## config.mk

```make
export PLATFORM = sky130hd
export DESIGN_NAME = pt_walker
export DESIGN_NICKNAME = d
export VERILOG_FILES = /design/src/rtl/ptw_pkg.sv /design/src/rtl/ptw_idx_sel.sv /design/src/rtl/ptw_pte_dec.sv /design/src/rtl/ptw_seq.sv /design/src/rtl/pt_walker.sv
export SDC_FILE = /design/constraint.sdc
export NUM_CORES = 1
export LEC_CHECK = 0
export BUFFER_PORTS_ARGS = -buffer_cell sky130_fd_sc_hd__buf_2
export CAP_MARGIN = 20
export CELL_PAD_IN_SITES_DETAIL_PLACEMENT = 1
export CELL_PAD_IN_SITES_GLOBAL_PLACEMENT = 1
export CORE_MARGIN = 4
export CORE_UTILIZATION = 32
export DETAILED_ROUTE_END_ITERATION = 10
export PLACE_DENSITY_LB_ADDON = 0.1
export SYNTH_ARGS = -nofsm -noshare
export SYNTH_HDL_FRONTEND = slang
export SYNTH_SLANG_ARGS = --single-unit
```

## constraint.sdc

```tcl
create_clock -name clk -period 2.12 [get_ports clk]
set_input_delay 0.424 -clock clk [delete_from_list [all_inputs] [get_ports clk]]
set_output_delay 0.424 -clock clk [all_outputs]
set_load 0.1 [all_outputs]
```

## src/rtl/ptw_pkg.sv

```systemverilog
package ptw_pkg;

    // Entry bit positions the decoder relies on
    localparam int PTE_PRESENT_BIT = 0;
    localparam int PTE_LEAF_BIT    = 7;

    // Byte offset inside a 4 KB page and log2 of the entry size
    localparam int PG_SHIFT  = 12;
    localparam int ENT_SHIFT = 3;

    typedef enum logic [1:0] {
        ST_IDLE = 2'd0,
        ST_REQ  = 2'd1,
        ST_WAIT = 2'd2
    } walk_st_e;

endpackage

```

## src/rtl/ptw_idx_sel.sv

```systemverilog
module ptw_idx_sel #(
    parameter int LEVELS = 4,
    parameter int IDX_W  = 9,
    localparam int VPN_W = LEVELS * IDX_W,
    localparam int LVL_W = $clog2(LEVELS)
) (
    input  logic [VPN_W-1:0] vpn,
    input  logic [LVL_W-1:0] lvl,
    output logic [IDX_W-1:0] idx
);

    // One slice per level; level 0 takes the topmost bits
    logic [IDX_W-1:0] slice [LEVELS];

    for (genvar g = 0; g < LEVELS; g++) begin : g_slice
        assign slice[g] = vpn[(LEVELS-1-g)*IDX_W +: IDX_W];
    end

    always_comb begin
        idx = '0;
        for (int i = 0; i < LEVELS; i++) begin
            if (lvl == LVL_W'(i)) begin
                idx = slice[i];
            end
        end
    end

endmodule

```

## src/rtl/ptw_pte_dec.sv

```systemverilog
module ptw_pte_dec
    import ptw_pkg::*;
#(
    parameter int LEVELS   = 4,
    parameter int IDX_W    = 9,
    parameter int PA_W     = 52,
    parameter int PTE_W    = 64,
    parameter int LG_FIRST = 1,
    parameter int LG_LAST  = 2,
    localparam int VPN_W   = LEVELS * IDX_W,
    localparam int LVL_W   = $clog2(LEVELS),
    localparam int FRAME_W = PA_W - PG_SHIFT
) (
    input  logic [PTE_W-1:0]   pte,
    input  logic [LVL_W-1:0]   lvl,
    input  logic [VPN_W-1:0]   vpn,
    output logic               present,
    output logic               leaf,
    output logic [FRAME_W-1:0] next_base,
    output logic [FRAME_W-1:0] leaf_pfn,
    output logic [LVL_W-1:0]   size
);

    logic [FRAME_W-1:0] frame;
    logic [FRAME_W-1:0] vpn_ext;
    logic [FRAME_W-1:0] keep_m [LEVELS];
    logic [FRAME_W-1:0] sel_m;
    logic               last_lvl;
    logic               large_ok;
    logic               unused_pte_bits;

    assign frame     = pte[PA_W-1:PG_SHIFT];
    assign vpn_ext   = FRAME_W'(vpn);
    assign present   = pte[PTE_PRESENT_BIT];
    assign next_base = frame;

    // Low frame bits that a leaf at each level takes from the VPN
    for (genvar g = 0; g < LEVELS; g++) begin : g_mask
        assign keep_m[g] = (FRAME_W'(1) << ((LEVELS-1-g)*IDX_W)) - FRAME_W'(1);
    end

    always_comb begin
        sel_m = '0;
        for (int i = 0; i < LEVELS; i++) begin
            if (lvl == LVL_W'(i)) begin
                sel_m = keep_m[i];
            end
        end
    end

    assign last_lvl = (lvl == LVL_W'(LEVELS-1));
    assign large_ok = (lvl >= LVL_W'(LG_FIRST)) && (lvl <= LVL_W'(LG_LAST));
    assign leaf     = last_lvl || (large_ok && pte[PTE_LEAF_BIT]);
    assign leaf_pfn = (frame & ~sel_m) | (vpn_ext & sel_m);
    assign size     = LVL_W'(LEVELS-1) - lvl;

    // Attribute bits this walker does not interpret
    assign unused_pte_bits = ^{pte[PTE_W-1:PA_W], pte[PG_SHIFT-1:PTE_LEAF_BIT+1],
                               pte[PTE_LEAF_BIT-1:PTE_PRESENT_BIT+1]};

endmodule

```

## src/rtl/ptw_seq.sv

```systemverilog
module ptw_seq
    import ptw_pkg::*;
#(
    parameter int LEVELS   = 4,
    parameter int IDX_W    = 9,
    parameter int PA_W     = 52,
    localparam int VPN_W   = LEVELS * IDX_W,
    localparam int LVL_W   = $clog2(LEVELS),
    localparam int FRAME_W = PA_W - PG_SHIFT
) (
    input  logic               clk,
    input  logic               rst_n,
    // new miss
    input  logic               miss_valid,
    input  logic [VPN_W-1:0]   miss_vpn,
    input  logic [FRAME_W-1:0] miss_root,
    input  logic [LVL_W-1:0]   miss_start,
    output logic               walk_idle,
    // read port handshake
    output logic               req_valid,
    input  logic               req_ready,
    input  logic               rsp_valid,
    // walk context for index selection and decode
    output logic [VPN_W-1:0]   cur_vpn,
    output logic [LVL_W-1:0]   cur_lvl,
    output logic [FRAME_W-1:0] cur_base,
    // decoded entry
    input  logic               dec_present,
    input  logic               dec_leaf,
    input  logic [FRAME_W-1:0] dec_next,
    input  logic [FRAME_W-1:0] dec_pfn,
    input  logic [LVL_W-1:0]   dec_size,
    // results
    output logic               fill_valid,
    output logic [FRAME_W-1:0] fill_pfn,
    output logic [LVL_W-1:0]   fill_size,
    output logic               fault_valid,
    output logic [LVL_W-1:0]   fault_level
);

    typedef struct packed {
        walk_st_e           st;
        logic [VPN_W-1:0]   vpn;
        logic [FRAME_W-1:0] base;
        logic [LVL_W-1:0]   lvl;
        logic               fill;
        logic               fault;
        logic [FRAME_W-1:0] pfn;
        logic [LVL_W-1:0]   size;
        logic [LVL_W-1:0]   flvl;
    } seq_s;

    seq_s q, d;

    always_comb begin
        d       = q;
        d.fill  = 1'b0;
        d.fault = 1'b0;

        unique case (q.st)
            ST_IDLE: begin
                if (miss_valid) begin
                    d.st   = ST_REQ;
                    d.vpn  = miss_vpn;
                    d.base = miss_root;
                    d.lvl  = miss_start;
                end
            end

            ST_REQ: begin
                // address is held by the registered context until taken
                if (req_ready) begin
                    d.st = ST_WAIT;
                end
            end

            ST_WAIT: begin
                if (rsp_valid) begin
                    if (!dec_present) begin
                        d.st    = ST_IDLE;
                        d.fault = 1'b1;
                        d.flvl  = q.lvl;
                    end else if (dec_leaf) begin
                        d.st   = ST_IDLE;
                        d.fill = 1'b1;
                        d.pfn  = dec_pfn;
                        d.size = dec_size;
                    end else begin
                        d.st   = ST_REQ;
                        d.base = dec_next;
                        d.lvl  = q.lvl + LVL_W'(1);
                    end
                end
            end

            default: begin
                d.st = ST_IDLE;
            end
        endcase
    end

    always_ff @(posedge clk) begin
        if (!rst_n) begin
            q <= '0;
        end else begin
            q <= d;
        end
    end

    assign walk_idle   = (q.st == ST_IDLE);
    assign req_valid   = (q.st == ST_REQ);
    assign cur_vpn     = q.vpn;
    assign cur_lvl     = q.lvl;
    assign cur_base    = q.base;
    assign fill_valid  = q.fill;
    assign fill_pfn    = q.pfn;
    assign fill_size   = q.size;
    assign fault_valid = q.fault;
    assign fault_level = q.flvl;

endmodule

```

## src/rtl/pt_walker.sv

```systemverilog
module pt_walker
    import ptw_pkg::*;
#(
    parameter int LEVELS   = 4,
    parameter int IDX_W    = 9,
    parameter int PA_W     = 52,
    parameter int PTE_W    = 64,
    parameter int LG_FIRST = 1,
    parameter int LG_LAST  = 2,
    localparam int VPN_W   = LEVELS * IDX_W,
    localparam int LVL_W   = $clog2(LEVELS),
    localparam int FRAME_W = PA_W - PG_SHIFT
) (
    input  logic               clk,
    input  logic               rst_n,
    input  logic               miss_valid,
    input  logic [VPN_W-1:0]   miss_vpn,
    input  logic [FRAME_W-1:0] miss_root,
    input  logic [LVL_W-1:0]   miss_start,
    output logic               walk_idle,
    output logic               req_valid,
    input  logic               req_ready,
    output logic [PA_W-1:0]    req_addr,
    input  logic               rsp_valid,
    input  logic [PTE_W-1:0]   rsp_data,
    output logic               fill_valid,
    output logic [FRAME_W-1:0] fill_pfn,
    output logic [LVL_W-1:0]   fill_size,
    output logic               fault_valid,
    output logic [LVL_W-1:0]   fault_level,
    output logic [VPN_W-1:0]   walk_vpn
);

    logic [VPN_W-1:0]   cur_vpn;
    logic [LVL_W-1:0]   cur_lvl;
    logic [FRAME_W-1:0] cur_base;
    logic [IDX_W-1:0]   cur_idx;
    logic               dec_present;
    logic               dec_leaf;
    logic [FRAME_W-1:0] dec_next;
    logic [FRAME_W-1:0] dec_pfn;
    logic [LVL_W-1:0]   dec_size;

    ptw_seq #(
        .LEVELS (LEVELS),
        .IDX_W  (IDX_W),
        .PA_W   (PA_W)
    ) u_seq (
        .clk         (clk),
        .rst_n       (rst_n),
        .miss_valid  (miss_valid),
        .miss_vpn    (miss_vpn),
        .miss_root   (miss_root),
        .miss_start  (miss_start),
        .walk_idle   (walk_idle),
        .req_valid   (req_valid),
        .req_ready   (req_ready),
        .rsp_valid   (rsp_valid),
        .cur_vpn     (cur_vpn),
        .cur_lvl     (cur_lvl),
        .cur_base    (cur_base),
        .dec_present (dec_present),
        .dec_leaf    (dec_leaf),
        .dec_next    (dec_next),
        .dec_pfn     (dec_pfn),
        .dec_size    (dec_size),
        .fill_valid  (fill_valid),
        .fill_pfn    (fill_pfn),
        .fill_size   (fill_size),
        .fault_valid (fault_valid),
        .fault_level (fault_level)
    );

    ptw_idx_sel #(
        .LEVELS (LEVELS),
        .IDX_W  (IDX_W)
    ) u_idx (
        .vpn (cur_vpn),
        .lvl (cur_lvl),
        .idx (cur_idx)
    );

    ptw_pte_dec #(
        .LEVELS   (LEVELS),
        .IDX_W    (IDX_W),
        .PA_W     (PA_W),
        .PTE_W    (PTE_W),
        .LG_FIRST (LG_FIRST),
        .LG_LAST  (LG_LAST)
    ) u_dec (
        .pte       (rsp_data),
        .lvl       (cur_lvl),
        .vpn       (cur_vpn),
        .present   (dec_present),
        .leaf      (dec_leaf),
        .next_base (dec_next),
        .leaf_pfn  (dec_pfn),
        .size      (dec_size)
    );

    // Entry byte address: table frame in page units plus index times entry size
    assign req_addr = {cur_base, {PG_SHIFT{1'b0}}} + PA_W'({cur_idx, {ENT_SHIFT{1'b0}}});
    assign walk_vpn = cur_vpn;

endmodule

```

# Yosys cells after proc, flatten, opt, wreduce, memory -nomap -nowiden
# Cells that the tools add are included.
[word_totals]
reg_bits = 126
inputBits = 147
out_inout_bits = 136
word_cells = 65
[op_classes]
addsub = 3
n_lt_le_gt_ge = 2
eq_ne = 10
mux = 23
n_bitwise = 5
reduce_logical = 13
[op_table]
columns = ["op", "n"]
rows = [
  ["two-way mux 42 bit", 3],
  ["two-way mux 27 bit", 4],
  ["two-way mux 88 bit", 1],
  ["case mux 42 bit (2 select lines)", 1],
  ["two-way mux 80 bit", 1],
  ["adder 52 x 12 -> 52 bit", 1],
  ["two-way mux 43 bit", 1],
  ["bitwise AND 40 bit", 1],
  ["inverter 27 -> 40 bit", 1],
  ["OR 40 bit", 1],
  ["bitwise AND 36 x 27 -> 36 bit", 1],
  ["two-way mux 9 bit", 4],
  ["AND reduction 3 bit", 3],
  ["!= test 2 bit, second input constant", 4],
  ["AND reduction 4 bit", 2],
  ["equality test 2 bit, second input constant", 3],
  ["two-way mux 2 bit", 3],
  ["case mux 2 bit (3 select lines)", 1],
  ["AND reduction 5 bit", 1],
  ["equality test 2 x 1 -> 1 bit, second input constant", 2],
  ["logical NOT 2 bit", 2],
  ["two-way mux 1 bit", 4],
  ["adder 2 x 1 -> 2 bit, second input constant", 1],
  [">= comparator 2 x 1 -> 1 bit, second input constant", 1],
  ["8 further kinds", 9],
]

# Depth between registers and ports, before layout
# Gate-level depths: netlist of run 1.
[logic_depth]
depth_word = 12
mapped_depth = 7

# By module
# From an unflattened synthesis of run 1, not the netlist that was laid out.
[hier_totals]
cells_unflattened = 816
area_unflattened_um2 = 7563.5
[modules_own_cells]
columns = ["module", "n_inst", "cells_per_inst", "area_each_um2"]
rows = [
  ["ptw_seq", 1, 708, 6487.5],
  ["ptw_pte_dec", 1, 93, 830.8],
  ["ptw_idx_sel", 1, 11, 219.0],
  ["pt_walker", 1, 4, 26.3],
]

# Worst setup path before layout of run 1
# No wires, ideal clock.
[synth_path]
path_kind = "register -> output"
startpoint = "register u_seq.q (netlist bit u_seq.cur_lvl[0])"
endpoint = "output port req_addr[10]"
t_arrival_ps = 2975
required_ps = 1696
setup_slack_ps = -1279
path_stages_with_launch = 8
n_path_buf = 2
cell_sequence = "dfxtp_1 -> inv_1 -> ha_1 -> or2_1 -> buf_2 -> or2_2 -> clkbuf_1 -> o221ai_1"
[synth_via]
elab_chain_cells = 6
[synth_lines]
columns = ["element", "line_no", "rtl"]
rows = [
  ["start: declaration", "ptw_seq.sv:53", "seq_s q, d;"],
  ["start signal: assignment", "ptw_seq.sv:104", "q <= '0;"],
  ["start signal: assignment", "ptw_seq.sv:106", "q <= d;"],
  ["logical NOT 2 bit", "ptw_idx_sel.sv:22", "if (lvl == LVL_W'(i)) begin"],
  ["two-way mux 9 bit (3 in a row)", "ptw_idx_sel.sv:22", ""],
  ["two-way mux 9 bit *", "ptw_idx_sel.sv:22", ""],
  ["adder 52 x 12 -> 52 bit *", "pt_walker.sv:102", "assign req_addr = {cur_base, {PG_SHIFT{1'b0}}} + PA_W'({cur_idx, {ENT_SHIFT{1'b0}}});"],
  ["end: declaration", "pt_walker.sv:23", "output logic [PA_W-1:0] req_addr,"],
]
# Every way passes the cells marked *; elsewhere a longest branch is shown, timed or not.

# Worst setup path after layout of run 1
[layout_path]
startpoint = "register u_seq.q (netlist bit u_seq.cur_lvl[0])"
endpoint = "output port req_addr[11]"
# The elaborated chain is that of the path after synthesis.

==> results of run 1 <==
-- state kept, by name (all words and copies together) (netlist names) --
register	cells
u_seq.fault_valid	1
u_seq.fill_valid	1
u_seq.fault_level	2
u_seq.fill_size	2
u_seq.cur_vpn	36
u_seq.q	2
u_seq.cur_lvl	2
u_seq.fill_pfn	40
u_seq.cur_base	40
-- cells by family after synthesis --
family,count (synthesis)
AO/OA/AOI/OAI,231
multiplexers,29
buffers and inverters,202
flip-flops,126
AND/OR/NAND/NOR,175
adder cells (fa/ha/maj),4
other,1
-- layer usage --
metal | share of wire, % | global-route usage, % | vias to the layer above
li1 | - | - | 2892
met1 | 45 | 26.6 | 3077
met2 | 46 | 33.1 | 198
met3 | 6.3 | 5.71 | 38
met4 | 2.1 | 6.31 | 4
met5 | 0.072 | 0 | -
-- how the worst max path moves through the flow --
stage	from	to	slack (ns)
4_1_cts	u_seq.cur_lvl[0]	req_addr[10]	-0.38
3_3_place_gp	u_seq.cur_lvl[1]	req_addr[7]	0.02
2_1_floorplan	u_seq.cur_lvl[0]	req_addr[10]	-0.22
3_5_place_dp	u_seq.cur_lvl[1]	req_addr[7]	0.005
5_1_grt	u_seq.cur_lvl[0]	req_addr[10]	-0.38
6_report	u_seq.cur_lvl[0]	req_addr[11]	-0.32
-- metrics by stage --
stage / hold WS, ns / cells / TNS, ns
3_3_place_gp: 0.461 / 1133 / 0
5_1_grt: 0.239 / 1171 / -3.05
3_5_place_dp: 0.469 / 1133 / 0
4_1_cts: 0.232 / 1168 / -2.88
2_1_floorplan: 0.449 / 770 / -1.79
6_report: 0.244 / 1172 / -2.48
-- layout by cell type, fill, tap and decap left out, drive strengths merged, types with 4 or more instances in the layout --
cell    instances
o221ai          8
o21ai          26
clkbuf         19
a211oi         18
a32oi          42
nand3          15
a221oi         42
nand2          90
a311oi         10
nor2           48
clkinv          6
inv             7
buf           289
dfxtp         126
ha              4
mux2i          29
or3b            9
a21oi          81
-- what timing repair did --
item                                    in CTS  in global routing
gates resized for setup                     27                  5
setup buffers                                3                  2
pin swaps                                    4                  3
endpoints found under the setup margin      10                  9
-- power groups by stage --
| stage | registers, mW | logic, mW | clock network [mW] |
|---|---|---|---|
| finish | 2.61 | 2.27 | 3.02 |
| global placement | 2.65 | 2.19 | 0 |
| detailed placement | 2.65 | 2.22 | 0 |
| CTS | 2.61 | 2.27 | 3.09 |
| global route | 2.62 | 2.38 | 3.18 |
| floorplan | 2.60 | 1.85 | 0 |
-- critical path, cell delays in order (launching register included) --
cell and delay [ns]:
dfxtp_4 0.38, inv_4 0.05, ha_4 0.15, or2_4 0.23, or2_4 0.33, o221ai_4 0.25, buf_12 0.20
-- layout make-up --
| type | instances | share of cell area, % |
|---|---|---|
| Antenna cell | 3 | 0.0869 |
| Clock buffer | 19 | 5.13 |
| Clock inverter | 13 | 1.90 |
| Inverter | 5 | 0.275 |
| Multi-Input combinational cell | 442 | 38.3 |
| Sequential cell | 126 | 29.3 |
| Tap cell | 275 | 3.98 |
| Timing Repair Buffer | 289 | 21.1 |
==> results.md, run 1 <==
- Rows: 53
- Max Freq: 0.411 GHz
- Worst Hold Depth: 3
- Post-route cell area: 0.00864 mm^2
- Full die area: 0.0239 mm^2
- Via density: 5.30
- Final core occ: 41.0%
- First-pass iteration count of the detailed router: 4
- Sequential power share: 33.0%
- CTS Sinks: 126
- Clock transition at path regs: 0.06 ns
- Die Width: 154 um
- Syn Area/Cell: 8.94 um^2
- IR drop worst, VDD: 0.000438 V
- Post-synth EDFFs: 0
- Fin. Hold Viols: 0
- RSZ-0062 raised after global routing: yes
- Pleak: 3.51 nW
- Syn Std Cell Area: 0.00686 mm^2
- Comb pwr share: 28.7%
- Post-DRT Antenna Nets: 0
- # DRC: 0
- Area of the multi-input gates: 0.00331 mm^2
- Critical R2R Launch: u_seq.cur_lvl[1]
- Worst Hold Class: in -> reg
- Mux cell area share after synthesis: 4.23%
- Simple-gate area share of the yosys netlist: 11.5%
- WP data arrival: 2.01 ns
- Power density over the cells: 914 mW/mm^2
- Most frequent cell after synthesis: buf_4
- Total power: 7.89 mW
- Max_cap viols: 0
- P_sw: 2.93 mW
- Layout cells sized above 1: 45.1%
- First-pass GRT wire length: 38700 um
- Min-delay src: miss_vpn[8]
- First DRT Iteration DRCs: 241
- Slew @ Worst Pin: 0.743 ns
- Clock share of power: 38.2%
- Hold path endpoint: u_seq.cur_vpn[8]
- Synth Flop Type: dfxtp_1
- CTS Buf Count: 17
- Clk_skew: 0.00697 ns
- Core ar.: 0.0211 mm^2
- Clock Latency Late Sink: 0.41 ns
- Post-CTS Hold Buffers: 0
- Most frequent cells after synthesis: buf_4, dfxtp_1, nand2_1
- Fin nets: 1032
- Worst path required time: 1.70 ns
- Crit path time final: 2.44 ns
- Status: finished, violations left
- Dpl hpwl: 18400 um
- Worst-path maximum fanout: 8
- Clk root buf: clkbuf_16
- Post-Synth XOR/XNOR Area: 0%
- Initial antenna violation count: 4
- All-Layer GR Usage: 20.4%
- Die H: 154 um
- Total grt overflow: 0
- Register Area: 0.00253 mm^2
- IO buf count: 257
- Post-DP Area: 0.00785 mm^2
- H-Tree Depth: 4
- Main combinational cell family by area after synthesis: compound AO/OA/AOI/OAI gates
- R2r worst-path depth: 5
- Crit share post-route: 115%
- Slew HR: 50.4%
- CP startpoint kind: register
- Largest cells by area after synthesis: dfxtp_1, buf_4, a221oi_2
- #FFs+latches synth: 126
- RD Place Congestion: 0.851
- Fill cell count: 2475
- Endpoints failing setup: 9
- Distinct cells, synth: 42
- Io pins: 283
- Post-synth top area share: 36.7%
- Starting Density: 32.6%
- Register area share after synthesis: 36.7%
- Crit Path Class: reg -> out
- Synth Area in Adders: 0.729%
- CTS tree: done
- Max clock buf depth: 2
- Average wire per standard cell: 21.5 um
- Vias: 6209
- YS warnings: 0
- Vias in the first global route: 6545
- Ys async rst share: 0%
- Switching Fraction: 37.1%
- Top cell type by total area after synthesis: dfxtp_1
- Post-synthesis compound-gate area fraction: 27.1%
- R2r endpoint: u_seq.fill_pfn[10]
- Layout area overhead: 25.8%
- FF-to-FF setup slack: 0.23 ns
- Cells after synthesis: 768
- Violated checks: negative setup slack
- Largest net degree at the start of global routing: 51
- Crit path capture type: output pin
- Internal Pwr Total: 4.96 mW
- WL final: 25200 um
- DP Worst Slack: 0.00528 ns
- Final Max Slew Viols: 0
- Setup ws final: -0.315 ns
No activity file was read; power rests on OpenSTA's default activity.
==> run 2: changes to the inputs <==
--- a/config.mk
+++ b/config.mk
@@ -9,6 +9,7 @@
 export CAP_MARGIN = 20
 export CELL_PAD_IN_SITES_DETAIL_PLACEMENT = 1
 export CELL_PAD_IN_SITES_GLOBAL_PLACEMENT = 1
+export CORE_ASPECT_RATIO = 0.5
 export CORE_MARGIN = 4
 export CORE_UTILIZATION = 32
 export DETAILED_ROUTE_END_ITERATION = 10
==> run 2 against run 1 <==
The flow still finishes with violations (negative setup slack). Critical endpoint is now req_addr[8]. Largest cell class unchanged. Critical path depth stayed put. Final cell count up 0.17%. Clock power rose by 9.3%. Clock skew rose by 0.0018 ns.
==> results.md, run 2 (synthesis gave the netlist of run 1 again) <==
- Min-delay src: miss_vpn[28] (was miss_vpn[8])
- All-Layer GR Usage: 21.4% (was 20.4%)
- # DRC: 0 (unchanged)
- First-pass iteration count of the detailed router: 4 (unchanged)
- Core ar.: 0.0208 mm^2 (was 0.0211 mm^2)
- Average wire per standard cell: 22.5 um (was 21.5 um)
- Status: finished, violations left (unchanged)
- Worst Hold Depth: 3 (unchanged)
- Placed cells: 1138 (was 1133)
- CTS Sinks: 126 (unchanged)
- Clk root buf: clkbuf_16 (unchanged)
- Total grt overflow: 0 (unchanged)
- Initial antenna violation count: 0 (was 4)
- Commonest non-fill, non-tap cell in the layout: buf_2 (unchanged)
- Total power: 8.20 mW (was 7.89 mW)
- WP data arrival: 2.03 ns (was 2.01 ns)
- Clock transition at path regs: 0.06 ns (about the same)
- Crit share post-route: 116% (was 115%)
- H-Tree Depth: 4 (unchanged)
- Critical R2R Launch: u_seq.cur_lvl[1] (unchanged)
- Crit path time final: 2.46 ns (was 2.44 ns)
- Post-CTS Hold Buffers: 0 (unchanged)
- Final core occ: 41.6% (was 41.0%)
- First-pass GRT wire length: 40000 um (was 38700 um)
- RD Place Congestion: 0.835 (was 0.851)
- Die H: 112 um (was 154 um)
- Fin nets: 1039 (was 1032)
- CTS tree: done (unchanged)
- Starting Density: 33.0% (was 32.6%)
- Internal Pwr Total: 5.21 mW (was 4.96 mW)
- Max clock buf depth: 2 (unchanged)
- Rows: 37 (was 53)
- RSZ-0062 raised after global routing: yes (unchanged)
- Clock share of power: 40.2% (was 38.2%)
- Crit Path Class: reg -> out (unchanged)
- Comb pwr share: 27.9% (was 28.7%)
- Slew @ Worst Pin: 0.771 ns (was 0.743 ns)
- Sequential power share: 31.9% (was 33.0%)
- Worst-path maximum fanout: 8 (unchanged)
- WL final: 26400 um (was 25200 um)
- Final Max Slew Viols: 0 (unchanged)
- Endpoints failing setup: 9 (unchanged)
- Worst path required time: 1.70 ns (about the same)
- Layout cells sized above 1: 45.3% (was 45.1%)
- Vias in the first global route: 6385 (was 6545)
- Clk_skew: 0.00880 ns (was 0.00697 ns)
- Final Non-Filler Cells: 1174 (was 1172)
- Vias: 6162 (was 6209)
- Violated checks: negative setup slack (unchanged)
- Dpl hpwl: 19000 um (was 18400 um)
- Pleak: 3.54 nW (was 3.51 nW)
- Max Freq: 0.407 GHz (was 0.411 GHz)
- Layout area overhead: 26.1% (was 25.8%)
- Via density: 5.25 (was 5.30)
- IR drop worst, VDD: 0.000425 V (was 0.000438 V)
- Fin. Hold Viols: 0 (unchanged)
- Crit path capture type: output pin (unchanged)
- Clock Latency Late Sink: 0.42 ns (was 0.41 ns)
- FF-to-FF setup slack: 0.17 ns (was 0.23 ns)
- R2r endpoint: u_seq.fill_pfn[16] (was u_seq.fill_pfn[10])
- Power density over the cells: 947 mW/mm^2 (was 914 mW/mm^2)
- Max_cap viols: 0 (unchanged)
- Setup ws final: -0.337 ns (was -0.315 ns)
- IO buf count: 257 (unchanged)
- Io pins: 283 (unchanged)
- CTS Buf Count: 17 (unchanged)
- Slew HR: 48.5% (was 50.4%)
- Die Width: 215 um (was 154 um)
- TNS Setup: -2.69 ns (was -2.48 ns)
- Full die area: 0.0240 mm^2 (was 0.0239 mm^2)
- Switching Fraction: 36.4% (was 37.1%)
- Hold path endpoint: u_seq.cur_vpn[28] (was u_seq.cur_vpn[8])
- Worst Hold Class: in -> reg (unchanged)
- Post-DRT Antenna Nets: 0 (unchanged)
- First DRT Iteration DRCs: 375 (was 241)
- P_sw: 2.98 mW (was 2.93 mW)
- Largest net degree at the start of global routing: 83 (was 51)
- Most frequent cells in the layout: buf_2, dfxtp_1, nand2_1 (unchanged)
- CP startpoint kind: register (unchanged)
- R2r worst-path depth: 5 (unchanged)
-- run 2: cell count changes in the layout (fill, tap and decap cells not counted), moves of 2 or more --
cell,before,now
diode_2,3,1
bufinv_16,3,5
buf_4,20,31
inv_6,2,0
clkinv_4,3,1
buf_12,21,17
-- run 2: how the worst max path moves through the flow --
stage,start,end,cells after the start,slack (ns)
detailed placement,u_seq.cur_lvl[1],req_addr[7],6,0.005
floorplan,u_seq.cur_lvl[0],req_addr[10],7,-0.22
global placement,u_seq.cur_lvl[1],req_addr[7],6,0.03
global route,u_seq.cur_lvl[0],req_addr[8],6,-0.40
finish,u_seq.cur_lvl[0],req_addr[8],6,-0.34
CTS,u_seq.cur_lvl[0],req_addr[10],6,-0.40
-- run 2: layout make-up --
cell class	count	area (um^2)
clock inverters	11	189
flip-flops and latches	126	2530
repair buffers	296	1820
multi-input cells	442	3290
diodes	1	2.50
well taps	273	342
inverters	5	23.8
clock buffers	20	457
fillers	2405	12100
-- run 2: stage by stage --
stage	hold slack (ns)	worst slack, ns	area [um^2]
floorplan	0.449	-0.224	7060
global placement	0.463	0.0345	7850
detailed placement	0.471	0.00546	7850
CTS	0.216	-0.397	8640
global route	0.226	-0.400	8650
finish	0.233	-0.337	8650
-- run 2: power by group through the flow --
stage / clock [mW] / combinational (mW) / sequential (mW)
floorplan: 0 / 1.85 / 2.60
global placement: 0 / 2.23 / 2.65
CTS: 3.36 / 2.29 / 2.61
finish: 3.30 / 2.28 / 2.61
detailed placement: 0 / 2.24 / 2.66
global route: 3.48 / 2.39 / 2.63
-- run 2: critical path: stages, from the launching register on --
cell and delay (ns):
dfxtp_4 0.38, inv_4 0.05, ha_4 0.15, or2_4 0.23
or2_4 0.33, o221ai_4 0.25, buf_12 0.21
-- run 2: per-layer routing --
| layer | part of all wire [%] | GRT usage [%] | wire (um) | vias to the layer above |
|---|---|---|---|---|
| met5 | 0 | 0 | 0 | - |
| met4 | 1.4 | 5.19 | 371 | 0 |
| met3 | 5.4 | 5.02 | 1420 | 26 |
| met2 | 44 | 32.6 | 11700 | 149 |
| met1 | 49 | 30.6 | 12900 | 3086 |
| li1 | - | - | - | 2901 |
-- run 2: repair_timing --
| action | CTS | global route |
|---|---|---|
| resized for setup | 26 | 3 |
| pin swaps | 4 | 4 |
| endpoints found under the setup margin | 9 | 13 |
| setup buffers | 4 | 0 |
==> run 3: changes to the inputs <==
--- a/config.mk
+++ b/config.mk
@@ -5,14 +5,16 @@
 export SDC_FILE = /design/constraint.sdc
 export NUM_CORES = 1
 export LEC_CHECK = 0
+export ABC_AREA = 1
 export BUFFER_PORTS_ARGS = -buffer_cell sky130_fd_sc_hd__buf_2
 export CAP_MARGIN = 20
 export CELL_PAD_IN_SITES_DETAIL_PLACEMENT = 1
 export CELL_PAD_IN_SITES_GLOBAL_PLACEMENT = 1
 export CORE_ASPECT_RATIO = 0.5
 export CORE_MARGIN = 4
-export CORE_UTILIZATION = 32
+export CORE_UTILIZATION = 30
 export DETAILED_ROUTE_END_ITERATION = 10
+export GPL_TIMING_DRIVEN = 0
 export PLACE_DENSITY_LB_ADDON = 0.1
 export SYNTH_ARGS = -nofsm -noshare
 export SYNTH_HDL_FRONTEND = slang
==> run 3 against run 2 <==
The run still ends with negative setup slack left. Hold slack lost 0.0033 ns. Total power grew 1.2%. Count of clock-buffer cells in the layout grew 4. Clock power shrank 15%. Global-route usage grew 1.4 points. Via count grew 22%. Area after synthesis grew 1.7%. Synthesized cell count grew 36%. Worst setup slack gained 0.13 ns. Combinational power grew 24%. Clock skew is essentially flat. Critical path type unchanged.
==> results.md, run 3 <==
- Worst-path maximum fanout: 5 (was 8)
- CTS Sinks: 126 (unchanged)
- Largest net degree at the start of global routing: 17 (was 83)
- Io pins: 283 (unchanged)
- Pleak: 4.97 nW (was 3.54 nW)
- CP startpoint kind: register (unchanged)
- CTS Buf Count: 17 (unchanged)
- Hold_ws: 0.230 ns (was 0.233 ns)
- IR drop worst, VDD: 0.000518 V (was 0.000425 V)
- Power density over the cells: 845 mW/mm^2 (was 947 mW/mm^2)
- Slew HR: 50.9% (was 48.5%)
- CTS tree: done (unchanged)
- Clk_skew: 0.00855 ns (was 0.00880 ns)
- Post-synth EDFFs: 0 (unchanged)
- Slew @ Worst Pin: 0.736 ns (was 0.771 ns)
- Worst Hold Class: in -> reg (unchanged)
- YS warnings: 0 (unchanged)
- Clock Latency Late Sink: 0.43 ns (was 0.42 ns)
- Post-DRT Antenna Nets: 0 (unchanged)
- Crit path time final: 2.32 ns (was 2.46 ns)
- Max_cap viols: 0 (unchanged)
- IO buf count: 254 (was 257)
- Dpl hpwl: 23700 um (was 19000 um)
- Clock transition at path regs: 0.06 ns (about the same)
- Rows: 39 (was 37)
- Clk root buf: clkbuf_16 (unchanged)
- Final core occ: 43.0% (was 41.6%)
- Cells after synthesis: 1041 (was 768)
- Final Max Slew Viols: 0 (unchanged)
- Initial antenna violation count: 1 (was 0)
- Ys async rst share: 0% (unchanged)
- Crit Path Class: reg -> out (unchanged)
- Distinct cells, synth: 30 (was 42)
- First-pass GRT wire length: 45000 um (was 40000 um)
- Starting Density: 30.6% (was 33.0%)
- Layout cells sized above 1: 38.1% (was 45.3%)
- Die H: 116 um (was 112 um)
- Violated checks: negative setup slack (unchanged)
- # DRC: 0 (unchanged)
- Average wire per standard cell: 18.1 um (was 22.5 um)
- Layout area overhead: 40.5% (was 26.1%)
- Core ar.: 0.0228 mm^2 (was 0.0208 mm^2)
- RD Place Congestion: 0.941 (was 0.835)
- Placed cells: 1604 (was 1138)
- Syn Area/Cell: 6.71 um^2 (was 8.94 um^2)
- First-pass iteration count of the detailed router: 5 (was 4)
- All-Layer GR Usage: 22.8% (was 21.4%)
- #FFs+latches synth: 126 (unchanged)
- Fin. Hold Viols: 0 (unchanged)
- WP data arrival: 1.90 ns (was 2.03 ns)
- Crit path capture type: output pin (unchanged)
- Syn Std Cell Area: 0.00698 mm^2 (was 0.00686 mm^2)
- Largest cells by area after synthesis: dfxtp_1, buf_4, nor2_1 (was dfxtp_1, buf_4, a221oi_2)
- Via density: 4.57 (was 5.25)
- Fin nets: 1479 (was 1039)
- Vias: 7519 (was 6162)
- RSZ-0062 raised after global routing: yes (unchanged)
- Setup ws final: -0.203 ns (was -0.337 ns)
- Die Width: 224 um (was 215 um)
- Most frequent cells after synthesis: nor2_1, nand2_1, buf_4 (was buf_4, dfxtp_1, nand2_1)
- Post-CTS Hold Buffers: 0 (unchanged)
- Most frequent cell after synthesis: nor2_1 (was buf_4)
- Status: finished, violations left (unchanged)
- Worst path required time: 1.70 ns (about the same)
- Vias in the first global route: 7825 (was 6385)
- Commonest non-fill, non-tap cell in the layout: buf_2 (unchanged)
- Total grt overflow: 0 (unchanged)
- Register area share after synthesis: 36.1% (was 36.7%)
- Max clock buf depth: 2 (unchanged)
- First DRT Iteration DRCs: 399 (was 375)
- Most frequent cells in the layout: buf_2, nor2_1, nand2_1 (was buf_2, dfxtp_1, nand2_1)
- Final Non-Filler Cells: 1647 (was 1174)
- Full die area: 0.0259 mm^2 (was 0.0240 mm^2)
- Max Freq: 0.431 GHz (was 0.407 GHz)
- Endpoints failing setup: 9 (unchanged)
- WL final: 29800 um (was 26400 um)
- Post-synth top area share: 36.1% (was 36.7%)
- Crit share post-route: 110% (was 116%)
- Synth Flop Type: dfxtp_1 (unchanged)
- H-Tree Depth: 4 (unchanged)
- Top cell type by total area after synthesis: dfxtp_1 (unchanged)
==> run 3: changes by cell type in the layout (fill, tap and decap cells not counted), moves of 18 or more <==
cell      before  now
clkbuf_1       1   27
mux2i_1       22    2
a21oi_1       79   40
buf_4         31  137
nand3_1       15   64
a221oi_2      40    0
buf_2        247  271
nor2_1        46  255
a211oi_1      18    0
a32oi_1       42    0
o21ai_0       24   66
nand2_1       89  212
==> run 3: final timing paths <==
kind | start | to | slack, ns | depth (start not counted)
worst max-delay path | u_seq.cur_lvl[1] | req_addr[5] | -0.20 | 6
worst min-delay path | rsp_data[39] | u_seq.fill_pfn[27] | 0.23 | 3
worst max register to register | u_seq.cur_lvl[1] | u_seq.cur_base[31] | 0.21 | 9
worst min register to register | u_seq.fill_pfn[39] | u_seq.fill_pfn[39] | 0.46 | 2
==> run 3: logic make-up (layout without fill, tap and decap cells) <==
family	after synthesis	in the layout	synth area share, %
compound gates	127	127	9.55
fa+ha+maj	4	4	0.717
buf+inv	213	508	19.5
flops	126	126	36.1
mux	7	7	1.00
other cells	1	4	0.0537
simple gates	563	564	33.1
==> run 3: power breakdown <==
part,total [mW],leakage [nW],switching (mW),internal [mW]
combinational,2.83,3.67,2.04,0.790
clock,2.82,0.268,1.10,1.72
sequential,2.65,1.03,0.135,2.51
total,8.29,4.97,3.27,5.02
==> run 3: critical path, stage by stage (launching register included) <==
cell and delay [ns]:
dfxtp_4 0.42, inv_6 0.06, ha_4 0.18, bufbuf_16 0.27
mux2i_2 0.17, o21ai_4 0.18, buf_12 0.19
==> run 3: cell type report <==
cell class | instances | area (um^2)
clock inverter | 6 | 60.1
timing repair buffer | 266 | 1530
timing repair inverter | 1 | 6.26
buffer | 187 | 1290
antenna | 1 | 2.50
inverter | 24 | 120
fill | 2951 | 13000
multi-input combinational | 705 | 3400
clock buffer | 24 | 492
tap | 307 | 384
sequential | 126 | 2530
==> run 3: metrics by stage <==
stage	instance area (um^2)	worst slack [ns]	TNS, ns	power, mW
3_5_place_dp	8810	-0.274	-2.05	5.30
3_3_place_gp	8810	-0.265	-1.94	5.27
5_1_grt	9810	-0.256	-1.93	8.65
6_report	9810	-0.203	-1.41	8.29
4_1_cts	9770	-0.219	-1.64	8.33
2_1_floorplan	7160	-0.224	-0.260	4.72
==> run 3: timing repair <==
item,CTS,global route
gates cloned,3,0
gates resized for setup,78,8
pin swaps,11,3
endpoints found under the setup margin,9,9
buffers inserted,7,4
==> run 3: metal layers <==
metal | wire, um | global-route usage (%) | share of wire (%)
met1 | 14400 | 31.6 | 48
met3 | 1560 | 4.53 | 5.2
met2 | 13400 | 36.6 | 45
met5 | 0 | 0 | 0
met4 | 434 | 6.24 | 1.5
